**src/rtl/nvg_pkg.sv**
```systemverilog
package nvg_pkg;

    typedef enum logic [1:0] {
        SEQ_IDLE   = 2'd0,
        SEQ_RECALL = 2'd1,
        SEQ_STORE  = 2'd2
    } seq_state_e;

    localparam logic [2:0] OP_WR_OFF = 3'b000;
    localparam logic [2:0] OP_STORE  = 3'b001;
    localparam logic [2:0] OP_WR_ON  = 3'b100;
    localparam logic [2:0] OP_RECALL = 3'b101;

endpackage

```
**src/rtl/nvg_pin_sync.sv**
```systemverilog
module nvg_pin_sync #(
    parameter int PINS = 2
) (
    input  logic            clk,
    input  logic            rst_n,
    input  logic [PINS-1:0] pin_n,
    output logic [PINS-1:0] fall
);

    typedef struct packed {
        logic meta;
        logic sync;
        logic prev;
    } pin_s;

    for (genvar g = 0; g < PINS; g++) begin : g_pin
        pin_s pin_d, pin_q;

        always_comb begin
            pin_d      = pin_q;
            pin_d.meta = pin_n[g];
            pin_d.sync = pin_q.meta;
            pin_d.prev = pin_q.sync;
        end

        always_ff @(posedge clk or negedge rst_n) begin
            if (!rst_n) begin
                pin_q <= '{meta: 1'b1, sync: 1'b1, prev: 1'b1};
            end else begin
                pin_q <= pin_d;
            end
        end

        assign fall[g] = pin_q.prev & ~pin_q.sync;
    end

endmodule

```
**src/rtl/nvg_ctrl.sv**
```systemverilog
module nvg_ctrl
    import nvg_pkg::*;
(
    input  logic       clk,
    input  logic       rst_n,
    input  logic       cmd_valid,
    input  logic [2:0] cmd_op,
    input  logic       instr_active,
    input  logic       store_fall,
    input  logic       recall_fall,
    input  logic       wr_req,
    input  logic       busy,
    input  logic       store_done,
    output logic       start_store,
    output logic       start_recall,
    output logic       host_wr,
    output logic       we_q,
    output logic       pr_q
);

    typedef struct packed {
        logic we;
        logic pr;
    } latch_s;

    latch_s lat_d, lat_q;
    logic   cmd_ok;
    logic   pin_ok;
    logic   may_store;

    always_comb begin
        lat_d        = lat_q;
        start_store  = 1'b0;
        start_recall = 1'b0;
        cmd_ok       = cmd_valid && !busy;
        pin_ok       = !busy && !instr_active && !cmd_valid;
        may_store    = lat_q.we && lat_q.pr;

        if (cmd_ok) begin
            unique case (cmd_op)
                OP_WR_ON:  lat_d.we = 1'b1;
                OP_WR_OFF: lat_d.we = 1'b0;
                OP_RECALL: begin
                    start_recall = 1'b1;
                    lat_d.pr     = 1'b1;
                end
                OP_STORE:  start_store = may_store;
                default:   ;
            endcase
        end else if (pin_ok) begin
            if (recall_fall) begin
                start_recall = 1'b1;
                lat_d.pr     = 1'b1;
            end else if (store_fall) begin
                start_store = may_store;
            end
        end

        if (store_done) begin
            lat_d.we = 1'b0;
        end

        host_wr = wr_req && lat_q.we && !busy;
    end

    always_ff @(posedge clk or negedge rst_n) begin
        if (!rst_n) begin
            lat_q <= '{we: 1'b0, pr: 1'b0};
        end else begin
            lat_q <= lat_d;
        end
    end

    assign we_q = lat_q.we;
    assign pr_q = lat_q.pr;

endmodule

```
**src/rtl/nvg_copy_seq.sv**
```systemverilog
module nvg_copy_seq
    import nvg_pkg::*;
#(
    parameter int WORDS         = 16,
    parameter int STORE_CYCLES  = 256,
    parameter int RECALL_CYCLES = 32
) (
    input  logic                     clk,
    input  logic                     rst_n,
    input  logic                     start_store,
    input  logic                     start_recall,
    output logic                     busy,
    output logic                     st_store,
    output logic                     st_recall,
    output logic                     step,
    output logic                     done,
    output logic [$clog2(WORDS)-1:0] idx
);

    localparam int AW    = $clog2(WORDS);
    localparam int W_ST  = (STORE_CYCLES / WORDS) < 1 ? 1 : STORE_CYCLES / WORDS;
    localparam int W_RC  = (RECALL_CYCLES / WORDS) < 1 ? 1 : RECALL_CYCLES / WORDS;
    localparam int W_MAX = W_ST > W_RC ? W_ST : W_RC;
    localparam int TW    = $clog2(W_MAX) + 1;

    typedef struct packed {
        seq_state_e    state;
        logic [AW-1:0] idx;
        logic [TW-1:0] tmr;
    } seq_s;

    seq_s seq_d, seq_q;

    always_comb begin
        seq_d = seq_q;
        busy  = seq_q.state != SEQ_IDLE;
        step  = busy && (seq_q.tmr == '0);
        done  = step && (seq_q.idx == AW'(WORDS - 1));

        if (!busy) begin
            seq_d.idx = '0;
            if (start_recall) begin
                seq_d.state = SEQ_RECALL;
                seq_d.tmr   = TW'(W_RC - 1);
            end else if (start_store) begin
                seq_d.state = SEQ_STORE;
                seq_d.tmr   = TW'(W_ST - 1);
            end
        end else if (step) begin
            if (done) begin
                seq_d.state = SEQ_IDLE;
                seq_d.idx   = '0;
            end else begin
                seq_d.idx = seq_q.idx + 1'b1;
                seq_d.tmr = (seq_q.state == SEQ_STORE) ? TW'(W_ST - 1) : TW'(W_RC - 1);
            end
        end else begin
            seq_d.tmr = seq_q.tmr - 1'b1;
        end
    end

    always_ff @(posedge clk or negedge rst_n) begin
        if (!rst_n) begin
            seq_q <= '{state: SEQ_RECALL, idx: '0, tmr: TW'(W_RC - 1)};
        end else begin
            seq_q <= seq_d;
        end
    end

    assign st_store  = seq_q.state == SEQ_STORE;
    assign st_recall = seq_q.state == SEQ_RECALL;
    assign idx       = seq_q.idx;

endmodule

```
**src/rtl/nvg_arrays.sv**
```systemverilog
module nvg_arrays #(
    parameter int          WORDS   = 16,
    parameter int          WIDTH   = 16,
    parameter logic [15:0] NV_SEED = 16'hA5C3
) (
    input  logic                            clk,
    input  logic                            rst_n,
    input  logic                            host_wr,
    input  logic [$clog2(WORDS)-1:0]        wr_addr,
    input  logic [WIDTH-1:0]                wr_data,
    input  logic [$clog2(WORDS)-1:0]        rd_addr,
    output logic [WIDTH-1:0]                rd_data,
    input  logic                            step,
    input  logic                            to_shadow,
    input  logic [$clog2(WORDS)-1:0]        idx,
    output logic [WORDS-1:0][WIDTH-1:0]     ram_q,
    output logic [WORDS-1:0][WIDTH-1:0]     nv_q
);

    typedef logic [WORDS-1:0][WIDTH-1:0] bank_t;

    typedef struct packed {
        bank_t ram;
        bank_t nv;
    } arr_s;

    arr_s arr_d, arr_q;

    function automatic bank_t shadow_init();
        bank_t b;
        for (int i = 0; i < WORDS; i++) begin
            b[i] = WIDTH'(NV_SEED) ^ WIDTH'(i * 32'h1111);
        end
        return b;
    endfunction

    always_comb begin
        arr_d = arr_q;
        if (host_wr) begin
            arr_d.ram[wr_addr] = wr_data;
        end
        if (step) begin
            if (to_shadow) begin
                arr_d.nv[idx] = arr_q.ram[idx];
            end else begin
                arr_d.ram[idx] = arr_q.nv[idx];
            end
        end
    end

    always_ff @(posedge clk or negedge rst_n) begin
        if (!rst_n) begin
            arr_q.ram <= '0;
            arr_q.nv  <= shadow_init();
        end else begin
            arr_q <= arr_d;
        end
    end

    assign rd_data = arr_q.ram[rd_addr];
    assign ram_q   = arr_q.ram;
    assign nv_q    = arr_q.nv;

endmodule

```
**src/rtl/nvg_guard.sv**
```systemverilog
module nvg_guard #(
    parameter int          WORDS         = 16,
    parameter int          WIDTH         = 16,
    parameter int          STORE_CYCLES  = 256,
    parameter int          RECALL_CYCLES = 32,
    parameter logic [15:0] NV_SEED       = 16'hA5C3
) (
    input  logic                     clk,
    input  logic                     rst_n,
    input  logic                     cmd_valid,
    input  logic [2:0]               cmd_op,
    input  logic                     instr_active,
    input  logic                     wr_req,
    input  logic [$clog2(WORDS)-1:0] wr_addr,
    input  logic [WIDTH-1:0]         wr_data,
    input  logic [$clog2(WORDS)-1:0] rd_addr,
    output logic [WIDTH-1:0]         rd_data,
    input  logic                     store_n,
    input  logic                     recall_n,
    output logic                     busy
);

    localparam int AW = $clog2(WORDS);

    logic [1:0]                 pin_fall;
    logic                       start_store, start_recall;
    logic                       host_wr, we_q, pr_q;
    logic                       st_store, st_recall, step, seq_done;
    logic [AW-1:0]              seq_idx;
    logic [WORDS-1:0][WIDTH-1:0] ram_q, nv_q;

    nvg_pin_sync #(.PINS(2)) u_sync (
        .clk   (clk),
        .rst_n (rst_n),
        .pin_n ({recall_n, store_n}),
        .fall  (pin_fall)
    );

    nvg_ctrl u_ctrl (
        .clk          (clk),
        .rst_n        (rst_n),
        .cmd_valid    (cmd_valid),
        .cmd_op       (cmd_op),
        .instr_active (instr_active),
        .store_fall   (pin_fall[0]),
        .recall_fall  (pin_fall[1]),
        .wr_req       (wr_req),
        .busy         (busy),
        .store_done   (seq_done && st_store),
        .start_store  (start_store),
        .start_recall (start_recall),
        .host_wr      (host_wr),
        .we_q         (we_q),
        .pr_q         (pr_q)
    );

    nvg_copy_seq #(
        .WORDS         (WORDS),
        .STORE_CYCLES  (STORE_CYCLES),
        .RECALL_CYCLES (RECALL_CYCLES)
    ) u_seq (
        .clk          (clk),
        .rst_n        (rst_n),
        .start_store  (start_store),
        .start_recall (start_recall),
        .busy         (busy),
        .st_store     (st_store),
        .st_recall    (st_recall),
        .step         (step),
        .done         (seq_done),
        .idx          (seq_idx)
    );

    nvg_arrays #(
        .WORDS   (WORDS),
        .WIDTH   (WIDTH),
        .NV_SEED (NV_SEED)
    ) u_arr (
        .clk       (clk),
        .rst_n     (rst_n),
        .host_wr   (host_wr),
        .wr_addr   (wr_addr),
        .wr_data   (wr_data),
        .rd_addr   (rd_addr),
        .rd_data   (rd_data),
        .step      (step),
        .to_shadow (st_store),
        .idx       (seq_idx),
        .ram_q     (ram_q),
        .nv_q      (nv_q)
    );

endmodule

```
**config.mk**
```make
export PLATFORM = sky130hd
export DESIGN_NAME = nvg_guard
export DESIGN_NICKNAME = d
export VERILOG_FILES = /design/src/rtl/nvg_pkg.sv /design/src/rtl/nvg_pin_sync.sv /design/src/rtl/nvg_ctrl.sv /design/src/rtl/nvg_copy_seq.sv /design/src/rtl/nvg_arrays.sv /design/src/rtl/nvg_guard.sv
export SDC_FILE = /design/constraint.sdc
export NUM_CORES = 1
export LEC_CHECK = 0
export ABC_CLOCK_PERIOD_IN_PS = 5300
export CORE_UTILIZATION = 46
export DETAILED_ROUTE_END_ITERATION = 10
export DONT_BUFFER_PORTS = 1
export GPL_TIMING_DRIVEN = 0
export REMOVE_ABC_BUFFERS = 1
export SYNTH_ARGS = -nofsm -noshare
export SYNTH_HDL_FRONTEND = slang
export SYNTH_SLANG_ARGS = --single-unit
```
**constraint.sdc**
```tcl
create_clock -name clk -period 5.3 [get_ports clk]
set_input_delay 0.53 -clock clk [delete_from_list [all_inputs] [get_ports clk]]
set_output_delay 0.53 -clock clk [all_outputs]
set_load 0.05 [all_outputs]
```
==> results of run 1 <==
## Yosys cell counts (2+ instances only)
master / count / area [um^2]
nor2_2: 4 / 25.0
o21ai_0: 101 / 505
nand4_1: 6 / 37.5
nand3_1: 5 / 25.0
buf_2: 55 / 275
clkbuf_1: 64 / 240
o21a_1: 2 / 15.0
nor3b_2: 2 / 25.0
nand3_4: 10 / 175
mux4_2: 176 / 3960
mux2i_1: 338 / 3380
inv_1: 5 / 18.8
a2bb2oi_1: 2 / 17.5
nand2_1: 135 / 507
a21oi_1: 88 / 440
nand2b_1: 4 / 25.0
buf_1: 14 / 52.6
nor2_4: 6 / 67.6
a22o_1: 32 / 280
nor3_1: 2 / 10.0
mux2_4: 100 / 1500
o21ai_1: 29 / 145
nand4_2: 2 / 25.0
a211oi_1: 48 / 360
nand3_2: 7 / 70.1
buf_6: 15 / 169
nor2b_1: 24 / 150
and2_1: 36 / 225
dfstp_2: 136 / 3570
buf_4: 19 / 143
nor3_2: 2 / 20.0
and4b_1: 2 / 20.0
ha_1: 5 / 62.6
mux2_2: 156 / 1760
dfrtp_1: 395 / 9880
nor2_1: 85 / 319
## metal layers
metal | up-vias | track usage [%]
met1 | 9615 | 34.7
met2 | 609 | 40.7
met4 | 2 | 8.42
met5 | - | 0
li1 | 7787 | -
met3 | 139 | 5.65
## cell type report
type,instances,share of cell area [%]
inverter,7,0.0841
sequential,531,43.1
clock inverter,13,0.448
clock buffer,97,5.69
timing repair buffer,21,1.20
tap,837,3.35
multi-input combinational,1429,46.1
## how the worst min path moves through the flow
| stage | slack (ps) | startpoint | end |
|---|---|---|---|
| floorplan | 230 | rst_n | asynchronous set/reset pin |
| global placement | 260 | rst_n | asynchronous set/reset pin |
| detailed placement | 270 | rst_n | asynchronous set/reset pin |
| CTS | -420 | rst_n | u_arr.ram_q[6]$_DFF_PN0_ |
| global route | -420 | rst_n | asynchronous set/reset pin |
| finish | -370 | rst_n | asynchronous set/reset pin |
## layout by cell type (no fill, tap or decap), types with 4 or more instances in the layout
cell type | netlist | routed
nand3_1 | 5 | 5
mux2_2 | 156 | 156
and2_1 | 36 | 36
a22o_1 | 32 | 32
a21oi_1 | 88 | 88
clkbuf_1 | 64 | 22
buf_8 | 0 | 7
inv_1 | 5 | 5
nor2_1 | 85 | 75
mux4_2 | 176 | 176
nand3_4 | 10 | 10
clkbuf_8 | 0 | 16
clkbuf_16 | 0 | 59
ha_1 | 5 | 5
o21ai_1 | 29 | 29
nand2b_1 | 4 | 4
mux2_4 | 100 | 100
nand2_1 | 135 | 135
mux2i_1 | 338 | 338
clkinv_2 | 0 | 7
nand4_1 | 6 | 6
buf_6 | 15 | 5
o21ai_0 | 101 | 101
nor2_4 | 6 | 11
buf_16 | 0 | 7
a211oi_1 | 48 | 48
dfrtp_1 | 395 | 393
nor2b_1 | 24 | 22
nor2_2 | 4 | 9
nand3_2 | 7 | 7
dfstp_2 | 136 | 136
## worst max-delay path, delay by kind of cell, from the launching register on
kind	cells	cell delay (ps)
adders and majority gates	1	490
and+or+nand+nor	2	1460
muxes	1	290
DFF	1	890
buffers and inverters	1	340
## cell families (layout without fill, tap and decap cells)
kind of cell             Yosys count  in the layout  share of synthesized area, %
multiplexers                     770            770                          36.9
adder cells (fa/ha/maj)            5              5                         0.218
flip-flops                       531            531                          46.8
AO/OA/AOI/OAI                    309            309                          6.33
XOR/XNOR                           2              2                        0.0610
buffers and inverters            175            138                          3.22
AND/OR/NAND/NOR                  343            343                          6.43
## power breakdown
part	switching, uW	leakage, uW	internal (uW)
logic	53.8	0.00547	45.4
clock network	1720	0.000943	2380
registers	0.957	0.00598	4060
## stage by stage
stage / hold WS (ps) / instances / TNS [ps]
2_1_floorplan: 234 / 1967 / -338450
3_3_place_gp: 256 / 2804 / -2226920
3_5_place_dp: 267 / 2821 / 0
4_1_cts: -421 / 2933 / 0
5_1_grt: -422 / 2935 / 0
6_report: -369 / 2935 / 0
==> out/qor.yml, run 1 <==
critical_path:
  crit_type: "reg -> reg"
  crit_required_ps: 5860
  reg2reg_to: "u_arr.ram_q[230]$_DFF_PN0_"
  cp.arrival_ps: 4130
  cp-endpoint: "u_arr.ram_q[230]$_DFF_PN0_"
  worstPathCellList: "buf_16 > ha_1 > nand2_1 > nor2_2 > mux2i_1"
  endpoint_kind: "register"
  cp_max_fo: 43
  rr_worst_depth: 5
  critPathLaunchType: "register"
  cp-startpoint: "u_seq.idx[1]$_DFFE_PN0P_"
  reg2reg_from: "u_seq.idx[1]$_DFFE_PN0P_"
  rrSetupSlack_ps: 1730
  max_stage_delay_ps: 1150
  critPathSlowestCell: "nor2_2"
run_status:
  failed_checks: "hold timing, slew limit"
  status: "finished, violations left"
sta:
  final-hold-violation-count: 199
  rsz0062_at_grt: "no"
  setup_viol: 0
  worst_pin_slew_ps: 2090
  min_period_ps: 3570
  max_clock_freq_mhz: 280
  whs_ps: -369
  max_slew_margin_pct: -39.3
  worst_clock_skew_ps: 17.3
  post-route-period-util_pct: 67.4
  maxSlewViolCount: 309
  fin_ws_ps: 1730
cells_and_area:
  drive_above_1_share_pct: 34.8
  flow.area_growth_from_synthesis_pct: 8.74
  fillers: 5266
  final_area_um2: 31200
  num-nets-final: 2087
  diodes: 0
  utilization_pct: 50.6
  multi_input_area_um2: 14400
  regArea_um2: 13500
yosys:
  yosys_most_used_dff: "dfrtp_1"
  syn_inst: 2135
  yosysSeqAreaShare_pct: 46.8
  yosys_warnings: 0
  ys_async_sr_fraction_pct: 100
  synth_edf_count: 0
  ys_seq_elements: 531
  synth_cell_type_count: 59
  netlist_area_um2: 28700
  syn_avg_cell_area_um2: 13.5
power_and_ir_drop:
  power_density_nw_per_um2: 264
  p_leak_uw: 0.0124
  ir_worst_vdd_mv: 0.235
  power_uw: 8260
clock_tree:
  cts_resized: 0
  cts_buffer_depth: 3
  cts_sinks: 531
  cts_max_level: 2
  cts_root_buf: "clkbuf_16"
  hold_buffers: 2
  clkLatencyLatePin_ps: 640
  cts_tree: "done"
  clkSlewWorstSetupHoldPaths_ps: 60
  cts_buffers: 58
  cts_setup_buffers: 0
floorplan:
  die_y_um: 252
  row_count: 91
  io_pins: 51
  die_w_um: 252
  initial_utilization_pct: 46.6
  die_area_um2: 63500
  core_area_um2: 61700
drt:
  avgViaCountPerCell: 6.18
  wl_met3_um: 5670
  totalWireLength_um: 79700
  m1WireLength_um: 33700
  vias: 18200
  ant_nets: 0
  dr_wl_met2_um: 38000
  drc: 0
  drtIter0Drc: 1452
  firstDrtPassIters: 5
  wire_per_inst_um: 27.2
  highest_layer: "met5"
place:
  port_buffers: 0
  detailed_place.area_um2: 29300
  gp_congestion: 0.797
  pre_cts_ws_ps: 1700
  hpwl_um: 48200
global_routing:
  grt_max_degree: 532
  grt_pass1_vias: 19200
  grt_pass1_wl_um: 122000
  overflow: 0
  track_usage_pct: 25.6
  antenna_found_initial: 5
run:
  drv_cap: 0
min_path:
  min_path_type: "in -> async"
Power figures use the tool's default switching activity.
==> run 2: changes to the inputs <==
Settings changed: ABC_CLOCK_PERIOD_IN_PS 5300 to 3700.
Clock period 5.3 ns to 3.7 ns, I/O delays scaled along.
==> out/qor.yml, run 2 (same netlist as run 1, synthesis figures left out) <==
critical_path:
  cp-startpoint: "u_seq.idx[1]$_DFFE_PN0P_"  # unchanged
  cp_max_fo: 43  # unchanged
  reg2reg_from: "u_seq.idx[1]$_DFFE_PN0P_"  # unchanged
  critPathLaunchType: "register"  # unchanged
  crit_type: "reg -> reg"  # unchanged
  path_depth: 5  # unchanged
  crit_buf_inv: 1  # unchanged
  endpoint_kind: "register"  # unchanged
  critPathSlowestCell: "nor3_4"  # was nor2_2
  cp.arrival_ps: 4010  # was 4130 ps
  worstPathCellList: "buf_16 > ha_1 > nand2_1 > nor3_4 > mux2_2"  # was buf_16 > ha_1 > nand2_1 > nor2_2 > mux2i_1
  rr_worst_depth: 5  # unchanged
  crit_required_ps: 4220  # was 5860 ps
  rrSetupSlack_ps: 210  # was 1730 ps
  max_stage_delay_ps: 910  # was 1150 ps
  critPathTopFamily: "simple AND/OR/NAND/NOR gates"  # unchanged
place:
  placed_cells: 2821  # unchanged
  hpwl_um: 48200  # unchanged
  detailed_place.area_um2: 29300  # unchanged
  gp_congestion: 0.797  # unchanged
  port_buffers: 0  # unchanged
global_routing:
  grt_max_degree: 532  # unchanged
  grt_pass1_vias: 19200  # about the same
  use_met1_pct: 35.4  # was 34.7%
  antenna_found_initial: 7  # was 5
  gr-usage-met2_pct: 40.8  # was 40.7%
  grt_pass1_wl_um: 122000  # about the same
  grtUsageMet3_pct: 5.02  # was 5.65%
  track_usage_pct: 25.7  # was 25.6%
  overflow: 0  # unchanged
  top_usage_layer: "met2"  # unchanged
sta:
  max_clock_freq_mhz: 287  # was 280 MHz
  max_slew_margin_pct: -77.5  # was -39.3%
  maxSlewViolCount: 321  # was 309
  worst_clock_skew_ps: 12.6  # was 17.3 ps
  min_period_ps: 3490  # was 3570 ps
  post-route-period-util_pct: 94.2  # was 67.4%
  worst_pin_slew_ps: 2660  # was 2090 ps
  setup_viol: 0  # unchanged
  final-hold-violation-count: 344  # was 199
  rsz0062_at_grt: "no"  # unchanged
  whs_ps: -529  # was -369 ps
clock_tree:
  cts_tree: "done"  # unchanged
  cts_root_buf: "clkbuf_16"  # unchanged
  hold_buffers: 20  # was 2
  clkSlewWorstSetupHoldPaths_ps: 60  # about the same
  cts_max_level: 2  # unchanged
  clkLatencyLatePin_ps: 640  # about the same
  cts_buffer_depth: 3  # unchanged
  cts_sinks: 531  # unchanged
  cts_buffers: 58  # unchanged
floorplan:
  core_area_um2: 61700  # unchanged
  row_count: 91  # unchanged
  initial_utilization_pct: 46.6  # unchanged
  die_area_um2: 63500  # unchanged
  die_w_um: 252  # unchanged
  die_y_um: 252  # unchanged
  io_pins: 51  # unchanged
drt:
  ant_nets: 0  # unchanged
  drc: 0  # unchanged
  wire_per_inst_um: 27.2  # about the same
  vias: 18300  # was 18200
  drtIter0Drc: 1486  # was 1452
  firstDrtPassIters: 6  # was 5
  avgViaCountPerCell: 6.19  # was 6.18
  totalWireLength_um: 80300  # was 79700 um
cells_and_area:
  num-nets-final: 2105  # was 2087
  fillers: 5263  # was 5266
  final_common_cell: "dfrtp_1"  # unchanged
  final_area_um2: 31400  # was 31200 um^2
  drive_above_1_share_pct: 34.5  # was 34.8%
  flow.area_growth_from_synthesis_pct: 9.41  # was 8.74%
  final_cell_mix: "393 x dfrtp_1, 338 x mux2i_1, 176 x mux4_2, 156 x mux2_2, 136 x dfstp_2"  # unchanged
  final_cells: 2955  # was 2935
run_status:
  status: "finished, violations left"  # unchanged
  failed_checks: "hold timing, slew limit"  # unchanged
power_and_ir_drop:
  power_uw: 11900  # was 8260 uW
  power_density_nw_per_um2: 379  # was 264 nW/um^2
  ir_worst_vdd_mv: 0.333  # was 0.235 mV
  p_leak_uw: 0.0125  # was 0.0124 uW
min_path:
  min_path_type: "in -> async"  # unchanged
run:
  drv_cap: 0  # unchanged
-- run 2: changes by cell type in the layout (fill, tap and decap cells not counted) --
cell	before	now
dlygate4sd3_1	2	20
nor2_4	11	12
diode_2	0	2
nor2_2	9	8
-- run 2: per-layer routing --
layer	wire (um)	share of wire, %
met2	38100	47
met4	2560	3.2
met3	5330	6.6
met1	34300	43
met5	27	0.034
-- run 2: report_power, final --
group	switching [uW]	internal (uW)	leakage, uW
sequential	1.39	5820	0.00598
combinational	144	76.9	0.00554
clock	2470	3410	0.000943
-- run 2: cell type report --
class	count	area, um^2	share of cell area (%)
clock inverter	13	140	0.446
multi-input combinational	1429	14400	45.9
tap	837	1050	3.33
antenna	2	5.00	0.0159
inverter	7	26.3	0.0836
timing repair buffer	39	554	1.76
sequential	531	13500	42.8
clock buffer	97	1780	5.66
-- run 2: worst min path at each step --
stage               startpoint                         end  slack, ps  cells after the start
floorplan                rst_n  asynchronous set/reset pin         70                      0
finish                   rst_n  asynchronous set/reset pin       -530                      0
global placement         rst_n  asynchronous set/reset pin        100                      0
detailed placement       rst_n  asynchronous set/reset pin        110                      0
CTS                      rst_n    u_arr.ram_q[6]$_DFF_PN0_       -580                      0
global route             rst_n  asynchronous set/reset pin       -580                      0
-- run 2: timing repair --
item	in CTS	in global routing
resized for setup	0	1
setup endpoints to repair	0	1
endpoints found under the hold margin	791	531
buffers inserted	0	0
-- run 2: through the flow --
stage	utilization, %	TNS, ps	setup WS (ps)
floorplan	-	-1175180	-2910
CTS	50.9	0	84.4
finish	50.9	0	214
global placement	46.8	-3063720	-7260
detailed placement	47.4	0	103
global route	50.9	0	30.5
==> run 3: changes to the inputs <==
Settings changed: GPL_ROUTABILITY_DRIVEN from default to 1, MAX_ROUTING_LAYER from default to met4.
==> out/qor.yml, run 3 (same netlist as run 1, synthesis figures left out) <==
cells_and_area:
  flow.area_growth_from_synthesis_pct: 9.44  # was 9.41%
  final_area_um2: 31400  # about the same
  final_cell_mix: "393 x dfrtp_1, 338 x mux2i_1, 176 x mux4_2, 156 x mux2_2, 136 x dfstp_2"  # unchanged
  final_common_cell: "dfrtp_1"  # unchanged
  drive_above_1_share_pct: 34.5  # about the same
  num-nets-final: 2106  # was 2105
sta:
  final-hold-violation-count: 460  # was 344
  fin_ws_ps: 222  # was 214 ps
  setup_viol: 0  # unchanged
  whs_ps: -526  # was -529 ps
  max_slew_margin_pct: 6.36  # was -77.5%
  rsz0062_at_grt: "no"  # unchanged
  worst_clock_skew_ps: 13.9  # was 12.6 ps
  max_clock_freq_mhz: 287  # about the same
  worst_pin_slew_ps: 1400  # was 2660 ps
  post-route-period-util_pct: 94.0  # was 94.2%
  maxSlewViolCount: 0  # was 321
  min_period_ps: 3480  # was 3490 ps
run_status:
  failed_checks: "hold timing"  # was hold timing, slew limit
  status: "finished, violations left"  # unchanged
clock_tree:
  cts_buffers: 58  # unchanged
  cts_root_buf: "clkbuf_16"  # unchanged
  cts_sinks: 531  # unchanged
  cts_setup_buffers: 0  # unchanged
  clkSlewWorstSetupHoldPaths_ps: 60  # about the same
  cts_tree: "done"  # unchanged
  hold_buffers: 20  # unchanged
  cts_buffer_depth: 3  # unchanged
  clkLatencyLatePin_ps: 640  # about the same
  cts_max_level: 2  # unchanged
drt:
  drc: 0  # unchanged
  firstDrtPassIters: 8  # was 6
  wire_per_inst_um: 27.2  # about the same
  vias: 18300  # about the same
  totalWireLength_um: 80400  # was 80300 um
  ant_nets: 0  # unchanged
  avgViaCountPerCell: 6.17  # was 6.19
  drtIter0Drc: 1591  # was 1486
floorplan:
  core_area_um2: 61700  # unchanged
  initial_utilization_pct: 46.6  # unchanged
  die_w_um: 252  # unchanged
  die_y_um: 252  # unchanged
  io_pins: 51  # unchanged
  row_count: 91  # unchanged
  die_area_um2: 63500  # unchanged
critical_path:
  cp.arrival_ps: 4000  # was 4010 ps
  worstPathCellList: "buf_16 > ha_1 > nand2_1 > nor3_4 > mux2_2"  # unchanged
  reg2reg_from: "u_seq.idx[1]$_DFFE_PN0P_"  # unchanged
  crit_type: "reg -> reg"  # unchanged
  max_stage_delay_ps: 920  # was 910 ps
  critPathLaunchType: "register"  # unchanged
  cp-startpoint: "u_seq.idx[1]$_DFFE_PN0P_"  # unchanged
  endpoint_kind: "register"  # unchanged
  crit_buf_inv: 1  # unchanged
  cp_max_fo: 43  # unchanged
  critPathTopFamily: "simple AND/OR/NAND/NOR gates"  # unchanged
  crit_required_ps: 4220  # about the same
  critPathSlowestCell: "nor3_4"  # unchanged
  rrSetupSlack_ps: 220  # was 210 ps
power_and_ir_drop:
  ir_worst_vdd_mv: 0.334  # was 0.333 mV
  p_leak_uw: 0.0125  # about the same
  power_density_nw_per_um2: 379  # about the same
place:
  gp_congestion: 0.808  # was 0.797
  detailed_place.area_um2: 29300  # unchanged
  port_buffers: 0  # unchanged
  pre_cts_ws_ps: 103  # unchanged
  hpwl_um: 48200  # unchanged
run:
  drv_cap: 0  # unchanged
global_routing:
  antenna_found_initial: 7  # unchanged
  track_usage_pct: 26.5  # was 25.7%
  grt_pass1_wl_um: 122000  # about the same
  grt_pass1_vias: 19100  # was 19200
  overflow: 0  # unchanged
  grt_max_degree: 532  # unchanged
min_path:
  min_path_type: "in -> async"  # unchanged
run 3: worst register-to-register path: stages (launching register included):
cell     delay [ps]
dfrtp_4         900
buf_16          340
ha_1            560
nand2_1         220
nor3_4          920
mux2_2          440
run 3: cell type report:
| class | instances | area, um^2 |
|---|---|---|
| clock inverter | 13 | 140 |
| sequential | 531 | 13500 |
| inverter | 7 | 26.3 |
| antenna | 4 | 10.0 |
| multi-input combinational | 1429 | 14400 |
| fill | 5262 | 30300 |
| clock buffer | 97 | 1780 |
| tap | 837 | 1050 |
| timing repair buffer | 40 | 566 |
run 3: stage by stage:
step / setup TNS (ps) / power, uW / hold slack (ps) / std cells / utilization [%]
floorplan: -1175180 / 6040 / 74.4 / 1967 / -
global placement: -3063720 / 6060 / 96.0 / 2804 / 46.8
detailed placement: 0 / 6060 / 107 / 2821 / 47.4
CTS: 0 / 12000 / -581 / 2951 / 50.9
global route: 0 / 12300 / -581 / 2957 / 51.0
finish: 0 / 11900 / -526 / 2958 / 51.0
run 3: final timing paths:
kind | to | cells past startpoint
max in group asynchronous | asynchronous set/reset pin | 0
setup / recovery | register | 5
setup reg to reg | register | 5
hold reg to reg | u_sync.g_pin[0].pin_d[0]$_DFF_PN1_ | 0
min in group clk | u_seq.seq_q[10]$_DFFE_PN0P_ | 4
hold / removal | asynchronous set/reset pin | 0
run 3: repair_timing:
| item | in CTS | in global routing |
|---|---|---|
| setup endpoints to repair | 0 | 1 |
| endpoints found under the hold margin | 791 | 531 |
| resized for setup | 0 | 1 |
run 3: layer usage:
metal	vias to the layer above	wire length [um]	global-route usage [%]
li1	7843	-	-
met4	0	2360	8.50
met5	-	0	-
met2	560	38200	40.8
met3	140	5280	5.01
met1	9709	34500	35.5
run 3: power by group:
part	internal (uW)	total, uW	switching, uW	leakage, uW
Sequential	5820	5820	1.41	0.00598
Combinational	76.9	221	144	0.00555
Clock	3410	5880	2470	0.000943
Total	9310	11900	2610	0.0125
